`config.mk`:
```
export PLATFORM = sky130hd
export DESIGN_NAME = ext_mem_seq
export DESIGN_NICKNAME = d
export VERILOG_FILES = /design/src/rtl/seq_pkg.sv /design/src/rtl/seq_cfg_bank.sv /design/src/rtl/seq_strobe.sv /design/src/rtl/ext_mem_seq.sv
export SDC_FILE = /design/constraint.sdc
export NUM_CORES = 1
export LEC_CHECK = 0
export BUFFER_PORTS_ARGS = -buffer_cell sky130_fd_sc_hd__buf_2
export CORE_AREA = 4 4 228 230
export DETAILED_ROUTE_END_ITERATION = 10
export DIE_AREA = 0 0 232 234
export GPL_TIMING_DRIVEN = 0
export PLACE_DENSITY = 0.74
export SLEW_MARGIN = 10
export SYNTH_ARGS = -nofsm -noshare
export SYNTH_HDL_FRONTEND = slang
export SYNTH_SLANG_ARGS = --single-unit
```
`constraint.sdc`:
```
create_clock -name clk -period 10.1 [get_ports clk]
set_clock_uncertainty 0.2 [all_clocks]
set_input_delay 1.515 -clock clk [delete_from_list [all_inputs] [get_ports clk]]
set_output_delay 1.515 -clock clk [all_outputs]
set_load 0.005 [all_outputs]
```
`src/rtl/seq_pkg.sv`:
```
package seq_pkg;
  localparam int TW  = 5;   // bits per time field
  localparam int WPW = 2;   // bits of wait pin index

  typedef enum logic [1:0] {
    MUX_NONE = 2'd0,
    MUX_AD   = 2'd1,
    MUX_AAD  = 2'd2
  } mux_e;

  typedef struct packed {
    logic           gran;
    logic [1:0]     mux;
    logic           dev16;
    logic           half_cs;
    logic           half_adv;
    logic           half_oe;
    logic           half_we;
    logic           c2c_same;
    logic           c2c_diff;
    logic           wait_rd;
    logic           wait_wr;
    logic [WPW-1:0] wait_pin;
    logic [TW-1:0]  cs_on;
    logic [TW-1:0]  cs_rd_off;
    logic [TW-1:0]  cs_wr_off;
    logic [TW-1:0]  adv_on;
    logic [TW-1:0]  adv_rd_off;
    logic [TW-1:0]  adv_wr_off;
    logic [TW-1:0]  aad_adv_on;
    logic [TW-1:0]  aad_adv_rd_off;
    logic [TW-1:0]  aad_adv_wr_off;
    logic [TW-1:0]  oe_on;
    logic [TW-1:0]  oe_off;
    logic [TW-1:0]  aad_oe_on;
    logic [TW-1:0]  aad_oe_off;
    logic [TW-1:0]  we_on;
    logic [TW-1:0]  we_off;
    logic [TW-1:0]  rd_cyc;
    logic [TW-1:0]  wr_cyc;
    logic [TW-1:0]  acc;
    logic [TW-1:0]  ta;
    logic [TW-1:0]  c2c;
    logic [TW-1:0]  wmon;
  } seq_cfg_t;
endpackage

```
`src/rtl/seq_cfg_bank.sv`:
```
module seq_cfg_bank
  import seq_pkg::*;
#(
  parameter int NUM_CS = 4,
  localparam int CSW = (NUM_CS > 1) ? $clog2(NUM_CS) : 1
) (
  input  logic              clk,
  input  logic              rst,
  input  logic              wr_en,
  input  logic [CSW-1:0]    wr_sel,
  input  seq_cfg_t          wr_cfg,
  input  logic [CSW-1:0]    a_sel,
  output seq_cfg_t          a_cfg,
  input  logic [CSW-1:0]    b_sel,
  output seq_cfg_t          b_cfg,
  output logic [NUM_CS-1:0] half_cs_all
);
  seq_cfg_t bank [NUM_CS];

  always_ff @(posedge clk) begin
    if (rst) begin
      for (int i = 0; i < NUM_CS; i++) bank[i] <= '0;
    end else if (wr_en && (int'(wr_sel) < NUM_CS)) begin
      bank[wr_sel] <= wr_cfg;
    end
  end

  always_comb begin
    a_cfg = (int'(a_sel) < NUM_CS) ? bank[a_sel] : '0;
    b_cfg = (int'(b_sel) < NUM_CS) ? bank[b_sel] : '0;
  end

  for (genvar g = 0; g < NUM_CS; g++) begin : g_half
    assign half_cs_all[g] = bank[g].half_cs;
  end
endmodule

```
`src/rtl/seq_strobe.sv`:
```
module seq_strobe (
  input  logic clk,
  input  logic rst,
  input  logic act_i,
  input  logic half_i,
  output logic strobe_o
);
  logic rise_q;
  logic fall_q;

  always_ff @(posedge clk) begin
    if (rst) rise_q <= 1'b0;
    else     rise_q <= act_i;
  end

  always_ff @(negedge clk) begin
    if (rst) fall_q <= 1'b0;
    else     fall_q <= rise_q;
  end

  assign strobe_o = half_i ? fall_q : rise_q;
endmodule

```
`src/rtl/ext_mem_seq.sv`:
```
module ext_mem_seq
  import seq_pkg::*;
#(
  parameter int NUM_CS   = 4,
  parameter int NUM_WAIT = 2,
  parameter int ADDR_W   = 16,
  parameter int DATA_W   = 16,
  localparam int CSW   = (NUM_CS > 1) ? $clog2(NUM_CS) : 1,
  localparam int CFG_W = $bits(seq_cfg_t)
) (
  input  logic              clk,
  input  logic              rst,
  input  logic              cfg_wr,
  input  logic [CSW-1:0]    cfg_cs,
  input  logic [CFG_W-1:0]  cfg_data,
  input  logic              req_valid,
  output logic              req_ready,
  input  logic              req_wr,
  input  logic [CSW-1:0]    req_cs,
  input  logic [ADDR_W-1:0] req_addr,
  input  logic [DATA_W-1:0] req_wdata,
  output logic              rsp_done,
  output logic [DATA_W-1:0] rsp_rdata,
  output logic [NUM_CS-1:0] mem_cs_n,
  output logic              mem_adv_n,
  output logic              mem_oe_n,
  output logic              mem_we_n,
  output logic [ADDR_W-1:0] mem_addr,
  output logic [DATA_W-1:0] mem_dout,
  output logic              mem_dq_oe,
  input  logic [DATA_W-1:0] mem_din,
  input  logic [NUM_WAIT-1:0] mem_wait
);
  localparam int CW   = TW + 3;
  localparam int WPAD = 2 ** WPW;

  typedef enum logic {ST_IDLE, ST_ACT} st_e;

  function automatic logic [CW-1:0] scale(input logic [TW-1:0] t, input logic g);
    return g ? CW'({t, 1'b0}) : CW'(t);
  endfunction

  function automatic logic [DATA_W-1:0] narrow(input logic [DATA_W-1:0] d, input logic w16);
    logic [DATA_W-1:0] m;
    m = d;
    if (!w16) m[DATA_W-1:8] = '0;
    return m;
  endfunction

  st_e             st;
  logic [CW-1:0]   cnt;
  logic [CSW-1:0]  cur_cs, prev_cs;
  logic            cur_wr;
  logic [CW-1:0]   gap_ta, gap_c2c;
  logic            gap_same, gap_diff;
  logic [CW:0]     idle_cnt, need;
  seq_cfg_t        ca, cb;
  logic [NUM_CS-1:0] half_cs_all;

  seq_cfg_bank #(.NUM_CS(NUM_CS)) u_bank (
    .clk(clk), .rst(rst), .wr_en(cfg_wr), .wr_sel(cfg_cs),
    .wr_cfg(seq_cfg_t'(cfg_data)),
    .a_sel(cur_cs), .a_cfg(ca), .b_sel(req_cs), .b_cfg(cb),
    .half_cs_all(half_cs_all)
  );

  // request gating by spacing
  always_comb begin
    need = {1'b0, gap_ta};
    if ((req_cs == prev_cs) ? gap_same : gap_diff) need = need + {1'b0, gap_c2c};
  end
  assign req_ready = (st == ST_IDLE) && (idle_cnt >= need);

  // timing decode for the running access
  logic            aad, in_act, frozen, last, wait_en, wait_lvl;
  logic [CW-1:0]   cs_on, cs_off, adv_on, adv_off, oe_on, oe_off, we_on, we_off;
  logic [CW-1:0]   cyc, acc, wmon, win_lo;
  logic [WPAD-1:0] wpad;

  always_comb begin
    aad     = (ca.mux == MUX_AAD);
    in_act  = (st == ST_ACT);
    cs_on   = scale(ca.cs_on, ca.gran);
    cs_off  = scale(cur_wr ? ca.cs_wr_off : ca.cs_rd_off, ca.gran);
    adv_on  = scale(aad ? ca.aad_adv_on : ca.adv_on, ca.gran);
    adv_off = scale(aad ? (cur_wr ? ca.aad_adv_wr_off : ca.aad_adv_rd_off)
                        : (cur_wr ? ca.adv_wr_off : ca.adv_rd_off), ca.gran);
    oe_on   = scale(aad ? ca.aad_oe_on : ca.oe_on, ca.gran);
    oe_off  = scale(aad ? ca.aad_oe_off : ca.oe_off, ca.gran);
    we_on   = scale(ca.we_on, ca.gran);
    we_off  = scale(ca.we_off, ca.gran);
    cyc     = scale(cur_wr ? ca.wr_cyc : ca.rd_cyc, ca.gran);
    acc     = scale(ca.acc, ca.gran);
    wmon    = scale(ca.wmon, ca.gran);
    win_lo  = (acc > wmon) ? acc - wmon : '0;
    wpad    = '0;
    wpad[NUM_WAIT-1:0] = mem_wait;
    wait_en  = cur_wr ? ca.wait_wr : ca.wait_rd;
    wait_lvl = wpad[ca.wait_pin];
    frozen  = in_act && wait_en && wait_lvl && (cnt >= win_lo) && (cnt <= acc);
    last    = !frozen && ((cnt + 1'b1) >= cyc);
  end

  always_ff @(posedge clk) begin
    if (rst) begin
      st        <= ST_IDLE;
      cnt       <= '0;
      cur_cs    <= '0;
      cur_wr    <= 1'b0;
      prev_cs   <= '0;
      gap_ta    <= '0;
      gap_c2c   <= '0;
      gap_same  <= 1'b0;
      gap_diff  <= 1'b0;
      idle_cnt  <= '0;
      rsp_done  <= 1'b0;
      rsp_rdata <= '0;
      mem_addr  <= '0;
      mem_dout  <= '0;
      mem_dq_oe <= 1'b0;
    end else begin
      rsp_done  <= 1'b0;
      mem_dq_oe <= in_act && cur_wr;
      if (st == ST_IDLE) begin
        if (idle_cnt != '1) idle_cnt <= idle_cnt + 1'b1;
        if (req_valid && req_ready) begin
          st       <= ST_ACT;
          cnt      <= '0;
          cur_cs   <= req_cs;
          cur_wr   <= req_wr;
          mem_addr <= req_addr;
          mem_dout <= narrow(req_wdata, cb.dev16);
        end
      end else if (!frozen) begin
        if (!cur_wr && (cnt == acc)) rsp_rdata <= narrow(mem_din, ca.dev16);
        if (last) begin
          st       <= ST_IDLE;
          rsp_done <= 1'b1;
          idle_cnt <= '0;
          prev_cs  <= cur_cs;
          gap_ta   <= scale(ca.ta, ca.gran);
          gap_c2c  <= scale(ca.c2c, ca.gran);
          gap_same <= ca.c2c_same;
          gap_diff <= ca.c2c_diff;
        end else begin
          cnt <= cnt + 1'b1;
        end
      end
    end
  end

  // strobe generation: one per chip-select line, then ADV, OE, WE
  logic [NUM_CS-1:0] cs_act, cs_strb;
  logic cs_win;
  assign cs_win = in_act && (cnt >= cs_on) && (cnt < cs_off);

  for (genvar g = 0; g < NUM_CS; g++) begin : g_cs
    assign cs_act[g] = cs_win && (int'(cur_cs) == g);
    seq_strobe u_cs (.clk(clk), .rst(rst), .act_i(cs_act[g]),
                     .half_i(half_cs_all[g]), .strobe_o(cs_strb[g]));
  end
  assign mem_cs_n = ~cs_strb;

  logic [2:0] c_act, c_half, c_strb;
  assign c_act[0]  = in_act && (cnt >= adv_on) && (cnt < adv_off);
  assign c_act[1]  = in_act && !cur_wr && (cnt >= oe_on) && (cnt < oe_off);
  assign c_act[2]  = in_act && cur_wr && (cnt >= we_on) && (cnt < we_off);
  assign c_half    = {ca.half_we, ca.half_oe, ca.half_adv};

  for (genvar g = 0; g < 3; g++) begin : g_ctl
    seq_strobe u_ctl (.clk(clk), .rst(rst), .act_i(c_act[g]),
                      .half_i(c_half[g]), .strobe_o(c_strb[g]));
  end
  assign mem_adv_n = ~c_strb[0];
  assign mem_oe_n  = ~c_strb[1];
  assign mem_we_n  = ~c_strb[2];

  // at most one chip-select line low at any rising edge
  a_r2_cs_onehot: assert property (@(posedge clk) disable iff (rst)
    $onehot0(~mem_cs_n));

  // completion is a single-cycle pulse
  a_r5_done_pulse: assert property (@(posedge clk) disable iff (rst)
    rsp_done |=> !rsp_done);

  // a stall keeps the tick counter and the access in place
  a_r10_stall_hold: assert property (@(posedge clk) disable iff (rst)
    (st == ST_ACT && frozen) |=> (st == ST_ACT && cnt == $past(cnt)));

  // bus drive only while a write is in flight
  a_r12_dq_oe_write: assert property (@(posedge clk) disable iff (rst)
    mem_dq_oe |-> cur_wr);

  // write enable never low during a read access tick
  a_r4_no_we_on_read: assert property (@(posedge clk) disable iff (rst)
    (st == ST_ACT && !cur_wr && $past(st == ST_ACT && !cur_wr)) |-> mem_we_n);
endmodule

```
==> results of run 1 <==
## registers in the layout, indices dropped and copies added (netlist names), 2 cells and up, named ones only
signal              count
cnt                     8
cur_cs                  2
g_cs.u_cs.fall_q        4
g_cs.u_cs.rise_q        4
g_ctl.u_ctl.fall_q      3
g_ctl.u_ctl.rise_q      3
gap_c2c                 6
gap_ta                  6
idle_cnt                9
mem_addr               16
mem_dout               16
prev_cs                 2
rsp_rdata              16
u_bank.bank           476
## synth_stat cells (all sizes together), types with 10 or more instances
library cell / count
buf: 28
inv: 19
mux2i: 112
dfxtp: 103
nor2: 48
a211oi: 10
nand2: 151
ha: 86
edfxtp: 476
mux4: 95
nor3: 17
o21ai: 15
nand3: 34
nand2b: 18
and2: 481
a21o: 12
a21oi: 88
a31oi: 12
a22oi: 28
nor2b: 17
clkbuf: 97
## cell type report
| type | instances | share of cell area [%] |
|---|---|---|
| flip-flops and latches | 579 | 51.9 |
| well taps | 672 | 2.67 |
| repair buffers | 245 | 4.53 |
| diodes | 8 | 0.0635 |
| plain buffers | 125 | 1.58 |
| clock inverters | 36 | 1.00 |
| multi-input cells | 1316 | 32.8 |
| inverters | 18 | 0.214 |
| clock buffers | 82 | 5.28 |
## layer usage
metal  wire [um]  vias to the layer above  track usage, %  part of all wire (%)
met4        2090                       24            7.40                   2.9
met3        5660                      159            5.45                   8.0
met1       28100                     8850            33.8                    40
met5         144                        -               0                  0.20
met2       35100                      707            44.4                    49
li1            -                     8076               -                     -
## power groups by stage
stage	sequential [uW]	combinational (uW)	clock, uW
after floorplan	2880	864	4.90
after global placement	2900	1250	4.90
after detailed placement	2890	1300	4.90
after CTS	2840	1310	2220
after global routing	2850	1430	2330
final	2840	1320	2200
## logic make-up after synthesis
| logic type | share of synthesized area [%] |
|---|---|
| XOR/XNOR | 0.547 |
| AO/OA/AOI/OAI | 4.66 |
| multiplexers | 12.1 |
| adder cells (fa/ha/maj) | 4.10 |
| flip-flops | 60.1 |
| buffers and inverters | 2.09 |
| AND/OR/NAND/NOR | 16.5 |
## stage by stage
stage / setup TNS (ns) / instances / area [sq um] / power (uW)
2_1_floorplan: 0 / 2039 / 27200 / 3740
3_3_place_gp: -276.86 / 2945 / 29200 / 4150
3_5_place_dp: 0 / 2956 / 29500 / 4200
4_1_cts: 0 / 3073 / 31500 / 6370
5_1_grt: 0 / 3075 / 31500 / 6620
6_report: 0 / 3081 / 31500 / 6360
## critical path, stage by stage, from the launching register on
cell and delay (ns):
dfxtp_1 0.29, mux2i_1 0.20, buf_2 0.16
## final timing paths
check           endpoint  slack [ns]  cells past startpoint
min          mem_dout[0]        0.25                      2
max reg2reg     gap_diff        2.17                     25
max             mem_we_n        2.04                      2
min reg2reg  mem_dout[0]        0.25                      2
==> results.json, run 1 <==
{
  "die_h_um": 234,
  "p_sw_uw": 1760,
  "synthFlopType": "edfxtp_1",
  "min_path_type": "reg -> reg",
  "hold_start": "mem_dout[0]",
  "ys_async_sr_fraction_pct": 0,
  "wl_per_cell_um": 23.1,
  "fillers": 3826,
  "finalHoldWorstSlack_ns": 0.251,
  "yosysTopAreaCell": "edfxtp_1",
  "area_growth_pct": 15.8,
  "layout_commonest_cell": "and2_1",
  "design.core.area_sq_um": 49900,
  "ir_drop_v": 0.000168,
  "grt_antenna_before_repair": 18,
  "ys_types": 55,
  "fp.dieArea_sq_um": 54300,
  "dpl.hpwl_um": 49000,
  "multiInputGateArea_sq_um": 10300,
  "synth_edf_count": 476,
  "cts_buffers": 59,
  "worst_slack_ns": 2.04,
  "drc": 0,
  "required_ns": 8.39,
  "cp-end-kind": "primary output",
  "vias_per_cell": 5.78,
  "worstSetupStartpoint": "g_ctl[2].u_ctl.fall_q",
  "synth_nets": 2305,
  "worstSkewPairLatency_ns": 0.62,
  "grt_overflow": 0,
  "max_slew.worst_pin.slew_ns": 1.12,
  "dp_slack_ns": 2.03,
  "ys_seq_elements": 579,
  "final_antenna_net_count": 0,
  "die_width_um": 232,
  "seq_area_frac_synth_pct": 60.1,
  "htreeDepth": 2,
  "num_vias": 17816,
  "grt_use_total_pct": 25.9,
  "synth.top_cell.area_share_pct": 52.5,
  "cts_tree": "yes",
  "gp_congestion": 0.903,
  "pwr-share-seq_pct": 44.6,
  "status": "finished clean",
  "ctsHoldBuffers": 0,
  "yosys_warnings": 0,
  "cts_buffer_depth": 3,
  "power.density_nw_per_um2": 202,
  "intPower_uw": 4600,
  "rsz0062_at_grt": "no",
  "grt_pass1_wl_um": 106000,
  "io_buffers": 234,
  "synthCells": 2039,
  "hold_violations": 0,
  "cp-start-kind": "register",
  "regArea_sq_um": 16400,
  "clk_pin_slew_worst_paths_ns": 0.06,
  "avgSynthCellArea_sq_um": 13.4,
  "yosys-top-cells-area": "edfxtp_1 53%, and2_1 11%, mux4_2 7.8%",
  "start_util_pct": 54.6,
  "sw_frac_of_total_pct": 27.7,
  "setup_viol": 0,
  "cts_setup_buffers": 0,
  "combPwrFrac_pct": 20.8,
  "rows": 82,
  "netlist_area_sq_um": 27200,
  "arrival_ns": 6.35,
  "cts_root_buf": "clkbuf_16",
  "path_class": "reg -> out",
  "p_clk_share_pct": 34.6,
  "grt_max_degree": 48,
  "post-route-util_pct": 63.2,
  "final_nets": 2617,
  "wirelength_um": 71000,
  "io_pins": 236,
  "cts_resized": 0,
  "firstDrtPassIters": 5,
  "slew_headroom_pct": 25.4,
  "power_leakage_uw": 0.0123,
  "path_max_fanout": 1,
  "cts_sinks": 579,
  "cap_violations": 0,
  "final_layout_size_suffix_gt1_share_pct": 19.0,
  "initialDrtViolationCount": 1824,
  "grt_pass1_vias": 17883,
  "layout_common_cells": "481 x and2_1, 476 x edfxtp_1, 248 x buf_2, 151 x nand2_1",
  "slew_violations": 0
}
Power figures use the tool's default switching activity.
==> run 2, diff against run 1 <==
==> constraint.sdc (replaced) <==
create_clock -name clk -period 7.8 [get_ports clk]
set_clock_uncertainty 0.2 [all_clocks]
set_input_delay 1.17 -clock clk [delete_from_list [all_inputs] [get_ports clk]]
set_output_delay 1.17 -clock clk [all_outputs]
set_load 0.005 [all_outputs]
==> run 2 against run 1 <==
Against the previous run: sequential share of layout area unchanged; highest routed layer unchanged; global-route usage about the same; clock-buffer cell count unchanged; final area unchanged; setup slack got worse by 1.6 ns; register-to-register slack got worse by 1.7 ns.
==> results.json, run 2 (same netlist as run 1, synthesis figures left out) <==
{
  "status": "finished clean",
  "arrival_ns": 7.61,
  "power_leakage_uw": 0.0123,
  "ctsHoldBuffers": 0,
  "finalHoldWorstSlack_ns": 0.249,
  "cts_sinks": 579,
  "final_nets": 2616,
  "grt_pass1_vias": 17885,
  "die_h_um": 234,
  "max_slew.worst_pin.slew_ns": 1.14,
  "dp_slack_ns": 0.0833,
  "fmax_ghz": 0.137,
  "grt_max_degree": 48,
  "cts_buffer_depth": 3,
  "cpMostUsedCell": "o21ai_0",
  "grt_use_total_pct": 25.9,
  "required_ns": 8.09,
  "path_max_fanout": 10,
  "rsz0062_at_grt": "no",
  "placedInstanceArea_sq_um": 29500,
  "io_pins": 236,
  "post-route-util_pct": 63.2,
  "p_clk_share_pct": 34.6,
  "dp.cells": 2956,
  "cp-end-kind": "register",
  "finalNonFillerCells": 3081,
  "layout_commonest_cell": "and2_1",
  "hold_start": "rsp_rdata[5]",
  "p_sw_uw": 2280,
  "area_growth_pct": 15.8,
  "worstSkewPairLatency_ns": 0.62,
  "start_util_pct": 54.6,
  "path_depth": 25,
  "wl_met1_um": 28200,
  "initialDrtViolationCount": 1849,
  "largest_register_ffs": 476,
  "rows": 82,
  "final_area_sq_um": 31500,
  "grt_pass1_wl_um": 106000,
  "die_width_um": 232,
  "whs_path_depth": 2,
  "wl_per_cell_um": 23.0,
  "cpMaxStageDelayCell": "mux4_2",
  "intPower_uw": 5960,
  "dpl.hpwl_um": 49000,
  "min_period_over_period_pct": 93.9,
  "grt_overflow": 0,
  "design.core.area_sq_um": 49900,
  "worst_slack_ns": 0.479,
  "htreeDepth": 2,
  "final_layout_size_suffix_gt1_share_pct": 19.0,
  "pwr-share-seq_pct": 44.6,
  "fp.dieArea_sq_um": 54300,
  "grt_antenna_before_repair": 19,
  "combPwrFrac_pct": 20.7,
  "hold_violations": 0,
  "cp_slowest_stage_delay_ns": 0.67,
  "cts_root_buf": "clkbuf_16",
  "setup_viol": 0,
  "regMostFlops": "u_bank.bank",
  "io_buffers": 234,
  "cts_buffers": 59,
  "vias_per_cell": 5.80,
  "met2_length_um": 35100,
  "min_path_type": "reg -> reg",
  "num_vias": 17865,
  "slew_violations": 0,
  "fillers": 3826,
  "power.density_nw_per_um2": 261,
  "cap_violations": 0,
  "firstDrtPassIters": 5,
  "crit_family": "buffers and inverters",
  "cts_tree": "yes",
  "drc": 0,
  "path_class": "reg -> reg",
  "gp_congestion": 0.903,
  "final.min_clock_period_ns": 7.32,
  "dr_wl_met3_um": 5500,
  "sw_frac_of_total_pct": 27.7,
  "wirelength_um": 71000,
  "final_antenna_net_count": 0,
  "critPathBufInv": 7,
  "worst_r2r_path_depth": 25,
  "ir_drop_v": 0.000217,
  "cp-start-kind": "register",
  "clk_pin_slew_worst_paths_ns": 0.06,
  "layout_common_cells": "481 x and2_1, 476 x edfxtp_1, 248 x buf_2, 151 x nand2_1, 112 x mux2i_1",
  "topRoutingLayerUsed": "met5",
  "slew_headroom_pct": 23.9
}
[run 2: worst register-to-register path: stages (launching register included)]
cell and delay [ns]:
dfxtp_1 0.42, buf_4 0.31, buf_2 0.46, buf_2 0.53, buf_2 0.57, mux4_2 0.68
mux2i_1 0.34, inv_1 0.09, ha_1 0.30, nor2b_1 0.13, o21ai_0 0.24, a21oi_1 0.13
o21ai_0 0.18, nand2b_1 0.12, o21a_1 0.26, nand2b_1 0.11, ha_1 0.17, o21ai_0 0.09
o21ai_0 0.21, a21oi_1 0.13, or4b_4 0.55, and3_4 0.21, buf_6 0.13, clkbuf_1 0.31
mux2i_1 0.26, nor2_1 0.05
[run 2: repair_timing]
action,in CTS,in global routing
setup buffers,0,0
resized for setup,1,0
endpoints found under the setup margin,1,2
[run 2: area by class of cell]
type | count | area [sq um] | share of cell area [%]
antenna | 9 | 22.5 | 0.0715
buffer | 124 | 495 | 1.57
clock buffer | 82 | 1670 | 5.28
clock inverter | 36 | 315 | 1.00
inverter | 18 | 67.6 | 0.214
multi-input combinational | 1316 | 10300 | 32.8
sequential | 579 | 16400 | 51.9
tap | 672 | 841 | 2.67
timing repair buffer | 245 | 1430 | 4.53
[run 2: through the flow]
| step | power, uW | setup TNS (ns) |
|---|---|---|
| floorplan | 4850 | 0 |
| global placement | 5370 | -509.51 |
| detailed placement | 5430 | 0 |
| CTS | 8250 | 0 |
| global route | 8570 | 0 |
| finish | 8240 | 0 |
[run 2: path summary, 6_finish.rpt]
path,slack (ns),end
worst max-delay path,0.48,gap_diff
worst min-delay path,0.25,rsp_rdata[5]
worst max register to register,0.48,gap_diff
worst min register to register,0.25,rsp_rdata[5]
[run 2: power groups by stage]
stage	Combinational [uW]	Sequential (uW)	Clock [uW]
detailed placement	1690	3740	6.34
finish	1710	3680	2850
global route	1850	3700	3020
floorplan	1120	3720	6.34
CTS	1700	3680	2870
global placement	1610	3750	6.34
[run 2: per-layer routing]
metal,vias to the layer above,GRT usage [%]
met2,733,44.4
met1,8889,34.0
met4,24,7.40
met5,-,0
li1,8071,-
met3,148,5.24
==> run 3, diff against run 2 <==
--- a/config.mk
+++ b/config.mk
@@ -5,10 +5,11 @@
 export SDC_FILE = /design/constraint.sdc
 export NUM_CORES = 1
 export LEC_CHECK = 0
+export ABC_AREA = 1
 export BUFFER_PORTS_ARGS = -buffer_cell sky130_fd_sc_hd__buf_2
-export CORE_AREA = 4 4 228 230
+export CORE_AREA = 4 4 229 231
 export DETAILED_ROUTE_END_ITERATION = 10
-export DIE_AREA = 0 0 232 234
+export DIE_AREA = 0 0 233 235
 export GPL_TIMING_DRIVEN = 0
 export PLACE_DENSITY = 0.74
 export SLEW_MARGIN = 10
==> run 3 against run 2 <==
Against the previous run: sequential cell count stayed put; sequential share of layout area is 0.80 points lower; utilization is 0.73 points higher; critical path depth is 2 higher; area after synthesis is 1.2% higher; largest cell class unchanged; power is 44% higher; fmax is 9.7% higher; setup slack better by 0.64 ns.
==> results.json, run 3 <==
{
  "area_growth_pct": 16.2,
  "critPathBufInv": 7,
  "firstDrtPassIters": 8,
  "cts_root_buf": "clkbuf_16",
  "sw_frac_of_total_pct": 42.7,
  "multiInputGateArea_sq_um": 9520,
  "cp-start-kind": "register",
  "grt_antenna_before_repair": 4,
  "hold_violations": 0,
  "layout_common_cells": "644 x nor2_1, 476 x edfxtp_1, 389 x nand2_1, 284 x buf_2, 251 x inv_1",
  "grt_pass1_wl_um": 140000,
  "pwr-share-seq_pct": 31.7,
  "final.min_clock_period_ns": 6.68,
  "seq_area_frac_synth_pct": 59.3,
  "setup_viol": 0,
  "slew_violations": 0,
  "cts_resized": 0,
  "final_nets": 3525,
  "status": "finished clean",
  "grt_pass1_vias": 23503,
  "cap_violations": 0,
  "min_period_over_period_pct": 85.6,
  "start_util_pct": 55.0,
  "met3_usage_pct": 8.65,
  "synthCells": 2938,
  "post-route-util_pct": 63.9,
  "path_class": "reg -> reg",
  "total_power_uw": 11800,
  "largest_register_ffs": 476,
  "final_area_sq_um": 32000,
  "num_vias": 24437,
  "cpMaxStageDelayCell": "clkbuf_1",
  "drc": 0,
  "die_h_um": 235,
  "io_buffers": 234,
  "ir_drop_v": 0.000231,
  "grtUsageMet2_pct": 53.1,
  "max_slew.worst_pin.slew_ns": 1.20,
  "met1_usage_pct": 43.1,
  "cp-end-kind": "register",
  "fp.dieArea_sq_um": 54800,
  "power_leakage_uw": 0.0133,
  "ys_types": 42,
  "power.density_nw_per_um2": 370,
  "yosys-top-cells-area": "edfxtp_1 52%, nor2_1 8.8%, dfxtp_1 7.5%",
  "rows": 82,
  "synth_edf_count": 476,
  "yosys_warnings": 0,
  "htreeDepth": 2,
  "r2r_setup_slack_ns": 1.12,
  "cts_buffers": 59,
  "fmax_ghz": 0.150,
  "p_clk_share_pct": 24.4,
  "grt_overflow": 0,
  "yosysTopAreaCell": "edfxtp_1",
  "final_antenna_net_count": 0,
  "placedInstanceArea_sq_um": 30100,
  "worstSkewPairLatency_ns": 0.64,
  "p_sw_uw": 5050,
  "crit_family": "buffers and inverters",
  "netlist_area_sq_um": 27600,
  "ys_async_sr_fraction_pct": 0,
  "synthTopCellsByCount": "644 x nor2_1, 476 x edfxtp_1, 391 x nand2_1",
  "regMostFlops": "u_bank.bank",
  "intPower_uw": 6780,
  "cp_slowest_stage_delay_ns": 0.52,
  "cts_tree": "yes",
  "die_width_um": 233,
  "dpl.hpwl_um": 63700,
  "grt_max_degree": 51,
  "wirelength_um": 95400,
  "gp_congestion": 0.950,
  "path_max_fanout": 10,
  "min_path_type": "reg -> reg",
  "slew_headroom_pct": 20.3,
  "ys_seq_elements": 579,
  "io_pins": 236,
  "cts_setup_buffers": 0,
  "wl_per_cell_um": 24.0,
  "synth.most_common_cell": "nor2_1",
  "finalHoldWorstSlack_ns": 0.262,
  "layout_commonest_cell": "nor2_1",
  "synthFlopType": "edfxtp_1",
  "arrival_ns": 7.02,
  "fillers": 4084,
  "required_ns": 8.14,
  "synth.top_cell.area_share_pct": 51.9,
  "clk_pin_slew_worst_paths_ns": 0.06,
  "grt_use_total_pct": 33.8,
  "initialDrtViolationCount": 3521,
  "cts_buffer_depth": 3,
  "synth_nets": 3204,
  "combPwrFrac_pct": 43.9,
  "avgSynthCellArea_sq_um": 9.38,
  "rsz0062_at_grt": "no",
  "cts_sinks": 579,
  "regArea_sq_um": 16400,
  "ctsHoldBuffers": 0,
  "vias_per_cell": 6.14,
  "grt_busiest_layer": "met2",
  "final_layout_size_suffix_gt1_share_pct": 12.6,
  "design.core.area_sq_um": 50100
}
## run 3: changes by cell type after synthesis, sizes merged, moves of 49 or more
cell	change
a21oi	+49
nand3	+71
nor3	+108
o22ai	+64
nor2	+599
mux4	-95
inv	+226
o21ai	+237
nand2	+242
and2	-481
mux2i	-98
## run 3: cells by family (layout without fill, tap and decap cells)
logic type      Yosys count  in the layout  synth area share, %
mux                      15             15                0.549
compound gates          513            513                 10.4
xor+xnor                  9              9                0.286
flops                   579            579                 59.3
buf+inv                 436            803                 6.25
fa+ha+maj                88             88                 4.05
other cells               0              2                    0
simple gates           1298           1298                 19.2
## run 3: stage by stage
| step | std cells | TNS, ns | setup WS [ns] |
|---|---|---|---|
| floorplan | 2938 | 0 | 0.186 |
| global placement | 3844 | -1132.48 | -4.24 |
| detailed placement | 3864 | 0 | 1.16 |
| CTS | 3977 | 0 | 1.23 |
| global route | 3978 | 0 | 0.776 |
| finish | 3979 | 0 | 1.12 |
## run 3: area by class of cell
type	instances	share of cell area, %
Antenna cell	2	0.0156
Buffer	189	2.48
Timing Repair Buffer	254	5.03
Multi-Input combinational cell	1923	29.7
Clock inverter	41	1.05
Sequential cell	579	51.1
Inverter	246	2.88
Tap cell	672	2.63
Clock buffer	73	5.07
## run 3: worst paths after layout
check | start | to | cells past startpoint
hold reg to reg | mem_addr[10] | mem_addr[10] | 2
setup / recovery | register | gap_ta[1] | 27
hold / removal | mem_addr[10] | mem_addr[10] | 2
setup reg to reg | register | gap_ta[1] | 27
## run 3: power groups by stage
stage          combinational (uW)  clock (uW)  sequential [uW]
3_5_place_dp                 4940        6.34             3810
4_1_cts                      4980        2870             3740
2_1_floorplan                3110        6.34             3800
5_1_grt                      5560        3000             3770
6_report                     5200        2890             3750
3_3_place_gp                 4780        6.34             3840
## run 3: metal layers
layer | part of all wire (%) | routed length [um]
met5 | 0.036 | 34
met4 | 6.4 | 6060
met3 | 14 | 13000
met2 | 45 | 42800
met1 | 35 | 33400
## run 3: worst register-to-register path: cells and delay by family (launching register included)
kind | cells | cell delay (ns)
muxes | 1 | 0.13
adders and majority gates | 2 | 0.71
buffers and inverters | 7 | 2.29
DFF | 1 | 0.41
AOI/OAI and AO/OA | 8 | 1.78
and+or+nand+nor | 9 | 1.10
